File: config.mk
export PLATFORM = sky130hd
export DESIGN_NAME = rtc_alarm_top
export DESIGN_NICKNAME = d
export VERILOG_FILES = /design/src/rtl/rtc_alarm_pkg.sv /design/src/rtl/rtc_prescaler.sv /design/src/rtl/rtc_seconds.sv /design/src/rtl/rtc_status.sv /design/src/rtl/rtc_alarm_top.sv
export SDC_FILE = /design/constraint.sdc
export NUM_CORES = 1
export LEC_CHECK = 0
export BUFFER_PORTS_ARGS = -buffer_cell sky130_fd_sc_hd__buf_2
export CORE_MARGIN = 1.5
export CORE_UTILIZATION = 30
export DETAILED_ROUTE_END_ITERATION = 16
export GPL_TIMING_DRIVEN = 1
export SETUP_SLACK_MARGIN = 0.05
export SYNTH_ARGS = -nofsm -noshare
export SYNTH_HDL_FRONTEND = slang
export SYNTH_SLANG_ARGS = --single-unit
File: constraint.sdc
create_clock -name clk -period 5.5 [get_ports clk]
set_clock_uncertainty 0.1 [all_clocks]
set_input_delay 1.1 -clock clk [delete_from_list [all_inputs] [get_ports clk]]
set_output_delay 1.1 -clock clk [all_outputs]
set_load 0.01 [all_outputs]
File: src/rtl/rtc_alarm_pkg.sv
package rtc_alarm_pkg;

   typedef enum logic [1:0] {
      REG_ALARM   = 2'd0,
      REG_COUNT   = 2'd1,
      REG_DIVTRIM = 2'd2,
      REG_STATUS  = 2'd3
   } rtc_reg_e;

   localparam int STAT_W    = 4;
   localparam int TRIM_LSB  = 16;
   localparam int MIN_ADDRW = 5;

   // byte offset of each register in either layout
   function automatic logic [7:0] reg_offset(rtc_reg_e r, bit alt);
      logic [7:0] off;
      if (!alt) begin
         case (r)
            REG_ALARM:   off = 8'h00;
            REG_COUNT:   off = 8'h04;
            REG_DIVTRIM: off = 8'h08;
            default:     off = 8'h10;
         endcase
      end else begin
         case (r)
            REG_COUNT:   off = 8'h00;
            REG_ALARM:   off = 8'h04;
            REG_STATUS:  off = 8'h08;
            default:     off = 8'h0C;
         endcase
      end
      return off;
   endfunction

endpackage

File: src/rtl/rtc_prescaler.sv
module rtc_prescaler #(
   parameter int DIV_W         = 16,
   parameter int TRIM_W        = 10,
   parameter int TRIM_INTERVAL = 1024
) (
   input  logic              clk,
   input  logic              rst_n,
   input  logic              restart,
   input  logic [DIV_W-1:0]  div,
   input  logic [TRIM_W-1:0] trim,
   output logic              tick_o
);
   localparam int PC_W  = DIV_W + 1;
   localparam int SUM_W = DIV_W + 2;
   localparam int TC_W  = $clog2(TRIM_INTERVAL);
   localparam logic [TC_W-1:0]         TC_LAST = TC_W'(TRIM_INTERVAL - 1);
   localparam logic signed [SUM_W-1:0] TERM_MIN = SUM_W'(1);

   initial begin
      assert (TRIM_INTERVAL >= 2 && (TRIM_INTERVAL & (TRIM_INTERVAL - 1)) == 0)
         else $error("TRIM_INTERVAL must be a power of two, at least 2");
      assert (TRIM_W < SUM_W) else $error("TRIM_W too wide for DIV_W");
   end

   logic [PC_W-1:0]         pc_q;
   logic [TC_W-1:0]         tc_q;
   logic signed [SUM_W-1:0] trim_ext;
   logic signed [SUM_W-1:0] sum;
   logic [PC_W-1:0]         term;
   logic                    active;
   logic                    trim_now;

   assign active   = |div;
   assign trim_now = (tc_q == TC_LAST);
   assign trim_ext = {{(SUM_W-TRIM_W){trim[TRIM_W-1]}}, trim};

   always_comb begin
      sum = $signed({2'b00, div});
      if (trim_now) sum = sum + trim_ext;
      // floor keeps every period at two cycles or more
      if (sum < TERM_MIN) term = PC_W'(1);
      else                term = sum[PC_W-1:0];
   end

   assign tick_o = active && (pc_q >= term);

   always_ff @(posedge clk or negedge rst_n) begin
      if (!rst_n) begin
         pc_q <= '0;
         tc_q <= '0;
      end else if (restart || !active) begin
         pc_q <= '0;
         tc_q <= '0;
      end else if (tick_o) begin
         pc_q <= '0;
         tc_q <= tc_q + 1'b1;
      end else begin
         pc_q <= pc_q + 1'b1;
      end
   end

   // phase never runs past the end of the current period
   assert_phase_in_range_R4: assert property (@(posedge clk) disable iff (!rst_n)
      active |-> pc_q <= term);

   // a tick always starts a fresh period
   assert_phase_restart_R3: assert property (@(posedge clk) disable iff (!rst_n)
      tick_o |=> pc_q == '0);

endmodule

File: src/rtl/rtc_seconds.sv
module rtc_seconds #(
   parameter int CNT_W = 32
) (
   input  logic             clk,
   input  logic             rst_n,
   input  logic             tick,
   input  logic             we_cnt,
   input  logic             we_alm,
   input  logic [CNT_W-1:0] wdata,
   output logic [CNT_W-1:0] cnt_o,
   output logic [CNT_W-1:0] alm_o,
   output logic             match_o
);
   logic [CNT_W-1:0] cnt_q;
   logic [CNT_W-1:0] alm_q;

   always_ff @(posedge clk or negedge rst_n) begin
      if (!rst_n)      cnt_q <= '0;
      else if (we_cnt) cnt_q <= wdata;   // software load beats the tick
      else if (tick)   cnt_q <= cnt_q + 1'b1;
   end

   always_ff @(posedge clk or negedge rst_n) begin
      if (!rst_n)      alm_q <= '0;
      else if (we_alm) alm_q <= wdata;
   end

   assign cnt_o   = cnt_q;
   assign alm_o   = alm_q;
   assign match_o = (cnt_q == alm_q);

   assert_count_step_R3: assert property (@(posedge clk) disable iff (!rst_n)
      tick && !we_cnt |=> cnt_q == $past(cnt_q) + 1'b1);

   assert_load_wins_R5: assert property (@(posedge clk) disable iff (!rst_n)
      we_cnt |=> cnt_q == $past(wdata));

endmodule

File: src/rtl/rtc_status.sv
module rtc_status import rtc_alarm_pkg::*; (
   input  logic              clk,
   input  logic              rst_n,
   input  logic              tick,
   input  logic              match,
   input  logic              we,
   input  logic [STAT_W-1:0] wdata,
   output logic [STAT_W-1:0] stat_o,
   output logic              irq_tick,
   output logic              irq_alarm
);
   logic tick_q;
   logic match_q;
   logic hz_set;
   logic al_set;
   logic al_flag_q;
   logic hz_flag_q;
   logic al_en_q;
   logic hz_en_q;

   always_ff @(posedge clk or negedge rst_n) begin
      if (!rst_n) begin
         tick_q  <= 1'b0;
         match_q <= 1'b1;   // registers are equal out of reset: no event
      end else begin
         tick_q  <= tick;
         match_q <= match;
      end
   end

   assign hz_set = tick & ~tick_q;
   assign al_set = match & ~match_q;

   always_ff @(posedge clk or negedge rst_n) begin
      if (!rst_n) begin
         al_en_q <= 1'b0;
         hz_en_q <= 1'b0;
      end else if (we) begin
         al_en_q <= wdata[2];
         hz_en_q <= wdata[3];
      end
   end

   // set dominates a same-edge clear
   always_ff @(posedge clk or negedge rst_n) begin
      if (!rst_n)                 al_flag_q <= 1'b0;
      else if (al_set)            al_flag_q <= 1'b1;
      else if (we && wdata[0])    al_flag_q <= 1'b0;
   end

   always_ff @(posedge clk or negedge rst_n) begin
      if (!rst_n)                 hz_flag_q <= 1'b0;
      else if (hz_set)            hz_flag_q <= 1'b1;
      else if (we && wdata[1])    hz_flag_q <= 1'b0;
   end

   assign stat_o    = {hz_en_q, al_en_q, hz_flag_q, al_flag_q};
   assign irq_tick  = hz_flag_q & hz_en_q;
   assign irq_alarm = al_flag_q & al_en_q;

   assert_tick_flag_set_R9: assert property (@(posedge clk) disable iff (!rst_n)
      hz_set |=> hz_flag_q);

   assert_alarm_flag_set_R6: assert property (@(posedge clk) disable iff (!rst_n)
      al_set |=> al_flag_q);

   assert_w1c_clears_R8: assert property (@(posedge clk) disable iff (!rst_n)
      we && wdata[0] && !al_set |=> !al_flag_q);

   assert_w0_keeps_R8: assert property (@(posedge clk) disable iff (!rst_n)
      !(we && wdata[1]) && hz_flag_q |=> hz_flag_q);

endmodule

File: src/rtl/rtc_alarm_top.sv
module rtc_alarm_top import rtc_alarm_pkg::*; #(
   parameter int ADDR_W        = 8,
   parameter int DIV_W         = 16,
   parameter int TRIM_W        = 10,
   parameter int TRIM_INTERVAL = 1024,
   parameter bit ALT_MAP       = 1'b0
) (
   input  logic              clk,
   input  logic              rst_n,
   input  logic [ADDR_W-1:0] bus_addr,
   input  logic              bus_we,
   input  logic [31:0]       bus_wdata,
   output logic [31:0]       bus_rdata,
   output logic              irq_tick,
   output logic              irq_alarm
);
   localparam int TRIM_VW = (TRIM_W > 0) ? TRIM_W : 1;
   localparam logic [ADDR_W-1:0] A_ALM = ADDR_W'(reg_offset(REG_ALARM,   ALT_MAP));
   localparam logic [ADDR_W-1:0] A_CNT = ADDR_W'(reg_offset(REG_COUNT,   ALT_MAP));
   localparam logic [ADDR_W-1:0] A_DIV = ADDR_W'(reg_offset(REG_DIVTRIM, ALT_MAP));
   localparam logic [ADDR_W-1:0] A_STA = ADDR_W'(reg_offset(REG_STATUS,  ALT_MAP));

   initial begin
      assert (ADDR_W >= MIN_ADDRW) else $error("ADDR_W too narrow for the map");
      assert (DIV_W >= 1 && DIV_W <= TRIM_LSB) else $error("DIV_W out of range");
      assert (TRIM_W >= 0 && TRIM_W <= 32 - TRIM_LSB) else $error("TRIM_W out of range");
   end

   logic              we_alm, we_cnt, we_div, we_sta;
   logic [DIV_W-1:0]  div_q;
   logic [TRIM_VW-1:0] trim_q;
   logic [31:0]       divtrim_rd;
   logic [31:0]       cnt, alm;
   logic              match;
   logic              tick;
   logic [STAT_W-1:0] stat;

   assign we_alm = bus_we && (bus_addr == A_ALM);
   assign we_cnt = bus_we && (bus_addr == A_CNT);
   assign we_div = bus_we && (bus_addr == A_DIV);
   assign we_sta = bus_we && (bus_addr == A_STA);

   always_ff @(posedge clk or negedge rst_n) begin
      if (!rst_n)      div_q <= '0;
      else if (we_div) div_q <= bus_wdata[DIV_W-1:0];
   end

   generate
      if (TRIM_W > 0) begin : g_trim
         always_ff @(posedge clk or negedge rst_n) begin
            if (!rst_n)      trim_q <= '0;
            else if (we_div) trim_q <= bus_wdata[TRIM_LSB +: TRIM_VW];
         end
      end else begin : g_no_trim
         assign trim_q = '0;
      end
   endgenerate

   always_comb begin
      divtrim_rd = '0;
      divtrim_rd[DIV_W-1:0] = div_q;
      if (TRIM_W > 0) divtrim_rd[TRIM_LSB +: TRIM_VW] = trim_q;
   end

   rtc_prescaler #(
      .DIV_W         (DIV_W),
      .TRIM_W        (TRIM_VW),
      .TRIM_INTERVAL (TRIM_INTERVAL)
   ) u_prescaler (
      .clk     (clk),
      .rst_n   (rst_n),
      .restart (we_div),
      .div     (div_q),
      .trim    (trim_q),
      .tick_o  (tick)
   );

   rtc_seconds #(.CNT_W(32)) u_seconds (
      .clk     (clk),
      .rst_n   (rst_n),
      .tick    (tick),
      .we_cnt  (we_cnt),
      .we_alm  (we_alm),
      .wdata   (bus_wdata),
      .cnt_o   (cnt),
      .alm_o   (alm),
      .match_o (match)
   );

   rtc_status u_status (
      .clk       (clk),
      .rst_n     (rst_n),
      .tick      (tick),
      .match     (match),
      .we        (we_sta),
      .wdata     (bus_wdata[STAT_W-1:0]),
      .stat_o    (stat),
      .irq_tick  (irq_tick),
      .irq_alarm (irq_alarm)
   );

   always_comb begin
      if      (bus_addr == A_ALM) bus_rdata = alm;
      else if (bus_addr == A_CNT) bus_rdata = cnt;
      else if (bus_addr == A_DIV) bus_rdata = divtrim_rd;
      else if (bus_addr == A_STA) bus_rdata = {{(32-STAT_W){1'b0}}, stat};
      else                        bus_rdata = '0;
   end

   // idle prescaler leaves the counter alone
   assert_idle_holds_count_R2: assert property (@(posedge clk) disable iff (!rst_n)
      (div_q == '0) && !we_cnt && !we_div |=> $stable(cnt));

   // an interrupt line needs its enable in the status word
   assert_alarm_irq_enabled_R10: assert property (@(posedge clk) disable iff (!rst_n)
      irq_alarm |-> bus_addr != A_STA || bus_rdata[2]);

endmodule

==> run metrics <==
minimum clock period=5.01 ns; Setup crit start=div_q[1]; Crit path required time=5.75 ns; Crit path max-delay family=simple AND/OR/NAND/NOR gates; Synth-to-Final Area Change=17.8%; CTS sink count=123; worst-margin pin slew=0.795 ns; pwr dens=351 mW/mm²; achievable clock frequency=200 MHz; TritonCTS clock tree=built; diode count=0; FFs w/ async S/R, synth=1.00; vias in the first global route=6245; RSZ-0062 raised after global routing=false; peak supply drop=235 µV; Slowest Stage Delay on Critical Path=0.51 ns; via count=6575; Fin Setup TNS=0 ns; nets@finish=972; gpl congestion=0.830; Min Hold Slack=0.339 ns; Via density=5.33; initial antenna violation count=0; Netlist cell types=62; DR DRC count=0; Syn Area/Cell=9.58 µm²; Worst path slowest cell=or4_1; root buffer cell=clkbuf_16; Worst EP arrival=5.25 ns; Ys Warns=0; cell mode on critical path=a21o_1; worst r2r src=div_q[1]; Starting Density=0.308; Static Leak=0.00450 µW; First-pass DRT Iterations=5; Hold Path Class=register to register; number of port buffers=76; largest net degree at the start of global routing=63; WL/cell=18.4 µm; Post-Syn Area=0.00782 mm²; Crit. End Element=register; Worst Hold Launch=u_status.tick_q; detailed placement HPWL=16.4 mm; outcome=complete, no violations; Post-CTS Setup Bufs=0; clk_lat worst skew=0.42 ns; antenna-violating nets left=0; kind of critical path=register to register; Global Route Usage Sum=0.171; Clock H-tree levels=4; Fillers=2617; gr ovfl total=0; Slew headroom=0.470; final hold vios=0; # rows=58; CP Buf/Inv Count=2; clk slew on worst S/H paths=0.06 ns; Max-cap violations=0; Main synth FF type=dfrtp_1; Tcrit/Tclk final=0.910; Syn Nets=897; die area=0.0270 mm²; Iter 0 DRT Violations=575; synthesized flop and latch total=123; overall die height=164 µm; first-pass GRT wire length=35.2 mm; Mapped Cells=816; worst-path fanout max=17; Post-synth EDFFs=0; Final setup viols=0; core area=0.0254 mm²; nature of the critical path startpoint=register; Critical Path, Cell by Cell=inv_1 > fa_1 > nor2b_1 > o22ai_1 > xnor2_1 > or4_1 > o31a_1 > a2111oi_2 > nand4bb_1 > o31ai_2 > ha_1 > nand2b_1 > a21o_1 > a211oi_1 > o211ai_1 > a21o_1 > buf_4 > or2_2 > nor2_1; FF/Latch Area=0.00308 mm²; clock buffer depth=2; total wire length=22.7 mm; TritonCTS Buffers=17; Slew Viols, Final=0; Die X=164 µm; area of the multi-input gates=0.00445 mm²; IO Pins=77; sequential fraction of the synthesis area=0.394; layout cells sized above 1=0.227
-- cells in the final DEF (no fill, tap or decap), types with 3 or more instances in the layout --
| cell | Yosys | final |
|---|---|---|
| a21o_1 | 11 | 11 |
| a21oi_1 | 42 | 42 |
| a222oi_1 | 24 | 24 |
| a22o_1 | 7 | 7 |
| a22oi_1 | 7 | 7 |
| a31oi_1 | 16 | 16 |
| and2_1 | 7 | 7 |
| and3_1 | 27 | 27 |
| and4_1 | 3 | 3 |
| buf_2 | 5 | 75 |
| buf_4 | 1 | 23 |
| bufinv_16 | 0 | 3 |
| clkbuf_16 | 0 | 17 |
| clkinv_2 | 0 | 6 |
| clkinvlp_4 | 0 | 3 |
| dfrtp_1 | 122 | 122 |
| ha_1 | 37 | 37 |
| inv_1 | 34 | 34 |
| mux2_1 | 3 | 3 |
| mux2_2 | 57 | 57 |
| mux2i_1 | 4 | 4 |
| nand2_1 | 47 | 46 |
| nand3_1 | 27 | 27 |
| nand4_1 | 21 | 21 |
| nand4b_1 | 4 | 4 |
| nor2_1 | 81 | 81 |
| nor2b_1 | 4 | 4 |
| nor3_1 | 5 | 4 |
| nor3_2 | 2 | 3 |
| nor4_1 | 10 | 10 |
| o21ai_0 | 29 | 29 |
| o31a_1 | 3 | 3 |
| or2_2 | 2 | 3 |
| or3_1 | 16 | 16 |
| or4_1 | 4 | 4 |
| xnor2_1 | 15 | 15 |
| xor2_1 | 71 | 71 |
-- power breakdown --
part / internal, µW / total, µW / switching [µW]
clock network: 719 / 1140 / 422
registers: 1050 / 1260 / 211
logic: 347 / 839 / 492
total: 2110 / 3240 / 1130
-- what timing repair did --
item / CTS / global route
resized for setup: 0 / 1
endpoints found under the setup margin: 0 / 2
hold buffers: 0 / 0
-- flip-flops by register name, summed over array words and instances, names as in the netlist, 10 cells and up --
signal / count
div_q: 16
u_prescaler.tc_q: 10
u_prescaler.pc_q: 17
u_seconds.cnt_o: 32
u_seconds.alm_o: 32
trim_q: 10
-- per-layer routing --
| layer | global-route usage | vias to the layer above | wire length [µm] |
|---|---|---|---|
| li1 | - | 3126 | - |
| met5 | 0 | - | 0 |
| met3 | 0.0299 | 20 | 1140 |
| met1 | 0.240 | 3241 | 10600 |
| met2 | 0.269 | 188 | 10600 |
| met4 | 0.0516 | 0 | 310 |
-- final cells by class --
class,count,area share
sequential,123,0.334
clock inverter,13,0.0164
inverter,34,0.0139
clock buffer,19,0.0481
timing repair buffer,98,0.0595
multi-input combinational,617,0.483
tap,330,0.0448
-- kinds of logic after synthesis --
logic type	count (synthesis)	synth area share
and+or+nand+nor	270	0.175
AOI/OAI and AO/OA	159	0.143
DFF	123	0.394
xor gates and xnor gates	86	0.0964
buffers and inverters	76	0.0378
muxes	64	0.0916
adders and majority gates	38	0.0618
-- synthesized netlist by cell type, types with 5 or more instances --
| cell | n | share of area |
|---|---|---|
| dfrtp_1 | 122 | 0.39 |
| nor2_1 | 81 | 0.039 |
| xor2_1 | 71 | 0.080 |
| mux2_2 | 57 | 0.082 |
| nand2_1 | 47 | 0.023 |
| a21oi_1 | 42 | 0.027 |
| ha_1 | 37 | 0.059 |
| inv_1 | 34 | 0.016 |
| o21ai_0 | 29 | 0.019 |
| and3_1 | 27 | 0.022 |
| clkbuf_1 | 27 | 0.013 |
| nand3_1 | 27 | 0.017 |
| a222oi_1 | 24 | 0.031 |
| nand4_1 | 21 | 0.017 |
| a31oi_1 | 16 | 0.013 |
| or3_1 | 16 | 0.013 |
| xnor2_1 | 15 | 0.017 |
| a21o_1 | 11 | 0.011 |
| nor4_1 | 10 | 0.0080 |
| buf_1 | 9 | 0.0043 |
| a22o_1 | 7 | 0.0078 |
| a22oi_1 | 7 | 0.0067 |
| and2_1 | 7 | 0.0056 |
| buf_2 | 5 | 0.0032 |
| nor3_1 | 5 | 0.0032 |
-- worst paths after layout --
path	end	slack (ns)	depth (start not counted)
max in group asynchronous	u_seconds.cnt_o[29]	3.58	2
min reg2reg	u_status.hz_flag_q	0.34	1
max	u_prescaler.pc_q[11]	0.49	19
min in group asynchronous	u_prescaler.pc_q[12]	0.65	1
min	u_status.hz_flag_q	0.34	1
max reg2reg	u_prescaler.pc_q[11]	0.49	19
-- metrics by stage --
step	setup WS (ns)	std cells	cell area, µm²	power, µW	utilization
global placement	0.574	1202	8620	2080	0.339
CTS	0.441	1234	9210	3250	0.363
detailed placement	0.479	1202	8620	2090	0.339
global route	0.0940	1234	9210	3420	0.363
floorplan	0.819	816	7820	1810	-
finish	0.494	1234	9210	3240	0.363
-- worst reg2reg max path: cells and delay by family (launching register included) --
family | cells | cell delay [ns]
AO/OA/AOI/OAI | 8 | 1.58
XOR/XNOR | 1 | 0.15
adder cells (fa/ha/maj) | 2 | 0.71
buffers and inverters | 2 | 0.29
flip-flops | 1 | 0.48
AND/OR/NAND/NOR | 6 | 1.60
(Power assumes the default switching activity.)
